**src/rtl/i2c_ee_pkg.sv**
```systemverilog
package i2c_ee_pkg;

  typedef enum logic [3:0] {
    ENG_IDLE,
    ENG_ADDR,
    ENG_ADDR_ACK,
    ENG_WORD,
    ENG_WORD_ACK,
    ENG_WDATA,
    ENG_WDATA_ACK,
    ENG_RDATA,
    ENG_RACK
  } eng_state_t;

  localparam int LINE_COUNT = 2;
  localparam int LINE_SCL   = 0;
  localparam int LINE_SDA   = 1;

endpackage

```
**src/rtl/i2c_ee_sync.sv**
```systemverilog
module i2c_ee_sync #(
  parameter int STAGES = 2
) (
  input  logic clk,
  input  logic rst,
  input  logic scl_raw,
  input  logic sda_raw,
  output logic scl_s,
  output logic sda_s,
  output logic scl_rise,
  output logic scl_fall,
  output logic start_det,
  output logic stop_det
);
  import i2c_ee_pkg::*;

  logic [LINE_COUNT-1:0] raw_in;
  logic [LINE_COUNT-1:0] synced;
  logic [LINE_COUNT-1:0] prev;

  assign raw_in[LINE_SCL] = scl_raw;
  assign raw_in[LINE_SDA] = sda_raw;

  for (genvar g = 0; g < LINE_COUNT; g++) begin : g_line
    logic [STAGES-1:0] chain;
    always_ff @(posedge clk) begin
      if (rst) begin
        chain   <= '1;
        prev[g] <= 1'b1;
      end else begin
        chain   <= {chain[STAGES-2:0], raw_in[g]};
        prev[g] <= chain[STAGES-1];
      end
    end
    assign synced[g] = chain[STAGES-1];
  end

  assign scl_s = synced[LINE_SCL];
  assign sda_s = synced[LINE_SDA];

  always_ff @(posedge clk) begin
    if (rst) begin
      scl_rise  <= 1'b0;
      scl_fall  <= 1'b0;
      start_det <= 1'b0;
      stop_det  <= 1'b0;
    end else begin
      scl_rise  <= synced[LINE_SCL] & ~prev[LINE_SCL];
      scl_fall  <= ~synced[LINE_SCL] & prev[LINE_SCL];
      start_det <= synced[LINE_SCL] & prev[LINE_SCL] & prev[LINE_SDA] & ~synced[LINE_SDA];
      stop_det  <= synced[LINE_SCL] & prev[LINE_SCL] & ~prev[LINE_SDA] & synced[LINE_SDA];
    end
  end

endmodule

```
**src/rtl/i2c_ee_mem.sv**
```systemverilog
module i2c_ee_mem #(
  parameter int AW = 8,
  parameter int DW = 8
) (
  input  logic          clk,
  input  logic          we,
  input  logic [AW-1:0] waddr,
  input  logic [DW-1:0] wdata,
  input  logic [AW-1:0] raddr,
  output logic [DW-1:0] rdata
);
  localparam int DEPTH = 1 << AW;

  logic [DW-1:0] cells [DEPTH];

  always_ff @(posedge clk) begin
    if (we) cells[waddr] <= wdata;
    rdata <= cells[raddr];
  end

endmodule

```
**src/rtl/i2c_ee_engine.sv**
```systemverilog
module i2c_ee_engine #(
  parameter int       AW       = 8,
  parameter int       DW       = 8,
  parameter bit [6:0] DEV_ADDR = 7'h50
) (
  input  logic          clk,
  input  logic          rst,
  input  logic          sda_s,
  input  logic          scl_rise,
  input  logic          scl_fall,
  input  logic          start_det,
  input  logic          stop_det,
  input  logic [DW-1:0] rd_data,
  output logic          sda_oe,
  output logic          mem_we,
  output logic [AW-1:0] mem_waddr,
  output logic [DW-1:0] mem_wdata,
  output logic [AW-1:0] word_ptr,
  output logic          eng_idle,
  output logic          ptr_inc,
  output logic          ptr_load
);
  import i2c_ee_pkg::*;

  localparam int CW = $clog2(DW + 1);
  localparam logic [CW-1:0] FULL = CW'(DW);

  eng_state_t    state;
  logic [CW-1:0] bit_cnt;
  logic [DW-1:0] rx_sh;
  logic [DW-1:0] tx_sh;
  logic          ctrl_ack;
  logic          byte_done;

  assign byte_done = scl_fall && (bit_cnt == FULL);
  assign eng_idle  = (state == ENG_IDLE);

  always_comb begin
    ptr_inc  = 1'b0;
    ptr_load = 1'b0;
    if (!start_det && !stop_det) begin
      case (state)
        ENG_ADDR_ACK: ptr_inc  = scl_fall && rx_sh[0];
        ENG_WORD:     ptr_load = byte_done;
        ENG_WDATA:    ptr_inc  = byte_done;
        ENG_RACK:     ptr_inc  = scl_fall && ctrl_ack;
        default: ;
      endcase
    end
  end

  always_ff @(posedge clk) begin
    if (rst) word_ptr <= '0;
    else if (ptr_load) word_ptr <= rx_sh[AW-1:0];
    else if (ptr_inc) word_ptr <= word_ptr + 1'b1;
  end

  always_ff @(posedge clk) begin
    if (rst) begin
      state     <= ENG_IDLE;
      bit_cnt   <= '0;
      rx_sh     <= '0;
      tx_sh     <= '0;
      sda_oe    <= 1'b0;
      ctrl_ack  <= 1'b0;
      mem_we    <= 1'b0;
      mem_waddr <= '0;
      mem_wdata <= '0;
    end else begin
      mem_we <= 1'b0;
      if (start_det) begin
        state   <= ENG_ADDR;
        bit_cnt <= '0;
        sda_oe  <= 1'b0;
      end else if (stop_det) begin
        state   <= ENG_IDLE;
        bit_cnt <= '0;
        sda_oe  <= 1'b0;
      end else begin
        case (state)
          ENG_ADDR, ENG_WORD, ENG_WDATA: begin
            if (scl_rise && bit_cnt != FULL) begin
              rx_sh   <= {rx_sh[DW-2:0], sda_s};
              bit_cnt <= bit_cnt + 1'b1;
            end else if (byte_done) begin
              bit_cnt <= '0;
              if (state == ENG_ADDR) begin
                if (rx_sh[DW-1:1] == DEV_ADDR) begin
                  sda_oe <= 1'b1;
                  state  <= ENG_ADDR_ACK;
                end else begin
                  state <= ENG_IDLE;
                end
              end else if (state == ENG_WORD) begin
                sda_oe <= 1'b1;
                state  <= ENG_WORD_ACK;
              end else begin
                mem_we    <= 1'b1;
                mem_waddr <= word_ptr;
                mem_wdata <= rx_sh;
                sda_oe    <= 1'b1;
                state     <= ENG_WDATA_ACK;
              end
            end
          end
          ENG_ADDR_ACK: begin
            if (scl_fall) begin
              if (rx_sh[0]) begin
                tx_sh   <= rd_data;
                sda_oe  <= ~rd_data[DW-1];
                bit_cnt <= CW'(1);
                state   <= ENG_RDATA;
              end else begin
                sda_oe  <= 1'b0;
                bit_cnt <= '0;
                state   <= ENG_WORD;
              end
            end
          end
          ENG_WORD_ACK, ENG_WDATA_ACK: begin
            if (scl_fall) begin
              sda_oe  <= 1'b0;
              bit_cnt <= '0;
              state   <= ENG_WDATA;
            end
          end
          ENG_RDATA: begin
            if (scl_fall) begin
              if (bit_cnt == FULL) begin
                sda_oe  <= 1'b0;
                bit_cnt <= '0;
                state   <= ENG_RACK;
              end else begin
                sda_oe  <= ~tx_sh[DW-2];
                tx_sh   <= {tx_sh[DW-2:0], 1'b0};
                bit_cnt <= bit_cnt + 1'b1;
              end
            end
          end
          ENG_RACK: begin
            if (scl_rise) begin
              ctrl_ack <= ~sda_s;
            end else if (scl_fall) begin
              if (ctrl_ack) begin
                tx_sh   <= rd_data;
                sda_oe  <= ~rd_data[DW-1];
                bit_cnt <= CW'(1);
                state   <= ENG_RDATA;
              end else begin
                state <= ENG_IDLE;
              end
            end
          end
          default: state <= ENG_IDLE;
        endcase
      end
    end
  end

endmodule

```
**src/rtl/i2c_eeprom_target.sv**
```systemverilog
module i2c_eeprom_target #(
  parameter int       AW          = 8,
  parameter int       DW          = 8,
  parameter int       SYNC_STAGES = 2,
  parameter bit [6:0] DEV_ADDR    = 7'h50
) (
  input  logic clk,
  input  logic rst,
  input  logic scl_i,
  input  logic sda_i,
  output logic sda_oe
);

  logic          scl_s;
  logic          sda_s;
  logic          scl_rise;
  logic          scl_fall;
  logic          start_seen;
  logic          stop_seen;
  logic [DW-1:0] rd_data;
  logic          mem_we;
  logic [AW-1:0] mem_waddr;
  logic [DW-1:0] mem_wdata;
  logic [AW-1:0] word_ptr;
  logic          eng_idle;
  logic          ptr_inc;
  logic          ptr_load;

  i2c_ee_sync #(.STAGES(SYNC_STAGES)) u_sync (
    .clk(clk), .rst(rst), .scl_raw(scl_i), .sda_raw(sda_i),
    .scl_s(scl_s), .sda_s(sda_s), .scl_rise(scl_rise), .scl_fall(scl_fall),
    .start_det(start_seen), .stop_det(stop_seen)
  );

  i2c_ee_engine #(.AW(AW), .DW(DW), .DEV_ADDR(DEV_ADDR)) u_eng (
    .clk(clk), .rst(rst), .sda_s(sda_s), .scl_rise(scl_rise), .scl_fall(scl_fall),
    .start_det(start_seen), .stop_det(stop_seen), .rd_data(rd_data),
    .sda_oe(sda_oe), .mem_we(mem_we), .mem_waddr(mem_waddr), .mem_wdata(mem_wdata),
    .word_ptr(word_ptr), .eng_idle(eng_idle), .ptr_inc(ptr_inc), .ptr_load(ptr_load)
  );

  i2c_ee_mem #(.AW(AW), .DW(DW)) u_mem (
    .clk(clk), .we(mem_we), .waddr(mem_waddr), .wdata(mem_wdata),
    .raddr(word_ptr), .rdata(rd_data)
  );

endmodule

```
**config.mk**
```make
export PLATFORM = sky130hd
export DESIGN_NAME = i2c_eeprom_target
export DESIGN_NICKNAME = d
export VERILOG_FILES = /design/src/rtl/i2c_ee_pkg.sv /design/src/rtl/i2c_ee_sync.sv /design/src/rtl/i2c_ee_mem.sv /design/src/rtl/i2c_ee_engine.sv /design/src/rtl/i2c_eeprom_target.sv
export SDC_FILE = /design/constraint.sdc
export NUM_CORES = 2
export LEC_CHECK = 0
export BUFFER_PORTS_ARGS = -buffer_cell sky130_fd_sc_hd__buf_2
export CAP_MARGIN = 10
export CELL_PAD_IN_SITES_DETAIL_PLACEMENT = 0
export CELL_PAD_IN_SITES_GLOBAL_PLACEMENT = 1
export CORE_ASPECT_RATIO = 0.6
export CORE_UTILIZATION = 40
export CTS_BUF_LIST = sky130_fd_sc_hd__clkbuf_4
export CTS_CLUSTER_SIZE = 16
export DETAILED_ROUTE_END_ITERATION = 6
export PLACE_DENSITY = 0.66
export SETUP_SLACK_MARGIN = 0.05
export SLEW_MARGIN = 0
export SYNTH_ARGS = -nofsm -noshare
export SYNTH_HDL_FRONTEND = slang
export SYNTH_HIERARCHICAL = 1
export SYNTH_SLANG_ARGS = --single-unit
export TNS_END_PERCENT = 10
```
**constraint.sdc**
```tcl
create_clock -name clk -period 3.9 [get_ports clk]
set_input_delay 0.78 -clock clk [delete_from_list [all_inputs] [get_ports clk]]
set_output_delay 0.78 -clock clk [all_outputs]
set_load 0.02 [all_outputs]
```
==> flow_summary.json <==
{
  "outcome": "finished clean",
  "cp_common_cell": "buf_4",
  "num-fill-cells": 17400,
  "min_to": "u_sync/g_line[1].chain[0]$_SDFF_PP1_",
  "avgRoutedWirePerCell_um": 29.22,
  "ant_nets": 0,
  "vias": 44170,
  "drv_cap": 0,
  "power_density_nw_per_um2": 449.3,
  "die-area_um2": 208500,
  "portBuffers": 4,
  "grt_max_degree": 125,
  "required_ns": 5.04,
  "antenna_found_initial": 7,
  "yosys_warnings": 6,
  "initial_core_util_pct": 40.48,
  "crit_family": "buffers and inverters",
  "path_cells": "buf_12 > buf_4 > buf_4 > mux4_2 > a22oi_1 > a21oi_1 > nor4_4 > nor4_1",
  "drive_gt1_share_pct": 31.83,
  "cts_setup_buffers": 0,
  "syn_area_um2": 82670,
  "relSlewSlack_pct": 1.557,
  "cpMaxStageDelayCell": "nor4_4",
  "vdd_drop_max_mv": 0.2367,
  "die_h_um": 354.1,
  "cts_root_buf": "clkbuf_4",
  "rsz0062_at_grt": "yes",
  "finalCritPeriodShare_pct": 96.19,
  "slowest_delay_ns": 0.73,
  "worstHoldStart": "sda_i",
  "seqCellArea_um2": 62910,
  "layout_common_cells": "2,048 x edfxtp_1, 711 x clkbuf_4, 454 x mux4_2, 307 x nor2_1, 279 x buf_4",
  "p_leak_nw": 29.26,
  "core_area_um2": 204200,
  "post-route-min-period_ns": 3.751,
  "clk_latency_ns": 1.28,
  "grt_pass1_vias": 43180,
  "cts_buffer_depth": 4,
  "cp-start-kind": "register",
  "io_pins": 5,
  "grtUsageTotal_pct": 21.39,
  "gp_congestion": 0.8465,
  "placed_cells": 6880,
  "syn2layout_area_growth_pct": 13.17,
  "rr_worst_depth": 8,
  "worstPathMaxFanout": 25,
  "synthCells": 4082,
  "clkTransAtPathRegs_ns": 0.08,
  "r2r_slack_ns": 0.15,
  "hold_depth": 3,
  "crit_cells": 8,
  "cts_tree": "yes",
  "setup_violations": 0,
  "cp.arrival_ns": 4.89,
  "endpoint_kind": "register",
  "finalHoldViolCount": 0,
  "fmax_ghz": 0.2666,
  "wirelength_um": 225200,
  "via_per_inst": 5.732,
  "num_rows": 128,
  "layout_commonest_cell": "edfxtp_1",
  "grt_pass1_wl_um": 319000,
  "cts_htree_levels": 5,
  "drt_iter0_drc": 5193,
  "multi_input_area_um2": 18220,
  "slew_violations": 0,
  "drc": 0,
  "fp.dieW_um": 588.9,
  "critical_path_class": "reg -> reg",
  "dr.pass1.iters": 5,
  "p_total_mw": 42.04,
  "r2r_start": "u_eng/word_ptr[0]$_SDFFE_PP0P_",
  "synth.net_count": 4089,
  "critPathBufInv": 3,
  "hpwlAfterDp_um": 142400,
  "fin_skew_ns": 0.1392,
  "grt_overflow": 0,
  "numCtsBuffers": 468,
  "worst_r2r_endpoint": "u_mem/rdata[3]$_DFF_P_",
  "hp-class": "in -> reg",
  "clkSinkCount": 2116,
  "final_nets": 4630,
  "tightest_slew_ns": 1.470,
  "syn_area_per_cell_um2": 20.25,
  "instances_no_fill": 7705
}
-- how the worst max path moves through the flow --
stage / start / endpoint / slack, ns
2_1_floorplan: u_eng/mem_wdata[0]$_SDFFE_PP0P_ / u_mem/cells[0][0]$_DFFE_PP_ / 1.41
3_3_place_gp: u_eng/word_ptr[0]$_SDFFE_PP0P_ / u_mem/rdata[3]$_DFF_P_ / -0.36
3_5_place_dp: u_eng/word_ptr[0]$_SDFFE_PP0P_ / u_mem/rdata[3]$_DFF_P_ / 0.05
4_1_cts: u_eng/word_ptr[0]$_SDFFE_PP0P_ / u_mem/rdata[3]$_DFF_P_ / 0.05
5_1_grt: u_eng/word_ptr[0]$_SDFFE_PP0P_ / u_mem/rdata[2]$_DFF_P_ / 0.007
6_report: u_eng/word_ptr[0]$_SDFFE_PP0P_ / u_mem/rdata[3]$_DFF_P_ / 0.15
-- stage by stage --
step,setup TNS [ns],worst slack (ns),area (um2),hold slack (ns),util (%)
after floorplan,0,1.409,82680,0.3832,-
after global placement,-0.5348,-0.3577,87460,0.4049,42.83
after detailed placement,0,0.04757,87490,0.4113,42.84
after CTS,0,0.04661,93530,0.1697,45.81
after global routing,0,0.007308,93550,0.2226,45.81
final,0,0.1487,93550,0.3104,45.82
-- report_power, final --
| part | total [mW] | switching [mW] | internal [mW] |
|---|---|---|---|
| registers | 24.5 | 0.00725 | 24.5 |
| logic | 0.0460 | 0.0310 | 0.0150 |
| clock network | 17.5 | 8.63 | 8.85 |
| total | 42.0 | 8.67 | 33.4 |
-- layer usage --
layer / vias to the layer above / track usage [%] / share of wire [%]
met4: 8 / 4.888 / 1.5
met2: 2356 / 26.50 / 39
met3: 252 / 9.619 / 14
met1: 23210 / 33.52 / 46
met5: - / 0.6963 / 0.099
li1: 18340 / - / -
-- worst reg2reg max path, cell delays in order, from the launching register on --
cell and delay, ns:
dfxtp_4 0.66, buf_12 0.31, buf_4 0.30, buf_4 0.29, mux4_2 0.56, a22oi_1 0.46
a21oi_1 0.20, nor4_4 0.73, nor4_1 0.13
-- timing repair --
| action | 4_1_cts | 5_1_grt |
|---|---|---|
| endpoints found under the setup margin | 2 | 2 |
| cloned | 0 | 0 |
| hold buffers | 3 | 0 |
| gates resized for setup | 1 | 1 |
| hold endpoints to repair | 4 | 0 |
-- area by class of cell --
| type | count | share of cell area (%) |
|---|---|---|
| tap | 2730 | 3.651 |
| clock buffer | 711 | 5.705 |
| timing repair buffer | 328 | 3.143 |
| clock inverter | 106 | 0.7209 |
| sequential | 2116 | 67.24 |
| antenna | 5 | 0.01337 |
| inverter | 12 | 0.04815 |
| multi-input combinational | 1697 | 19.48 |
-- state kept, by name (all words and copies together) (netlist names) --
register	count
u_sync/stop_det	1
u_eng/state	4
u_sync/scl_rise	1
u_eng/rx_sh	8
u_eng/ctrl_ack	1
u_eng/mem_we	1
u_sync/scl_fall	1
u_sync/prev	2
u_eng/mem_waddr	8
u_eng/bit_cnt	4
u_eng/sda_oe	1
u_sync/g_line.chain	4
u_eng/word_ptr	8
u_sync/start_det	1
u_mem/rdata	8
u_mem/cells	2048
u_eng/mem_wdata	8
u_eng/tx_sh	7
(Power assumes the default switching activity.)
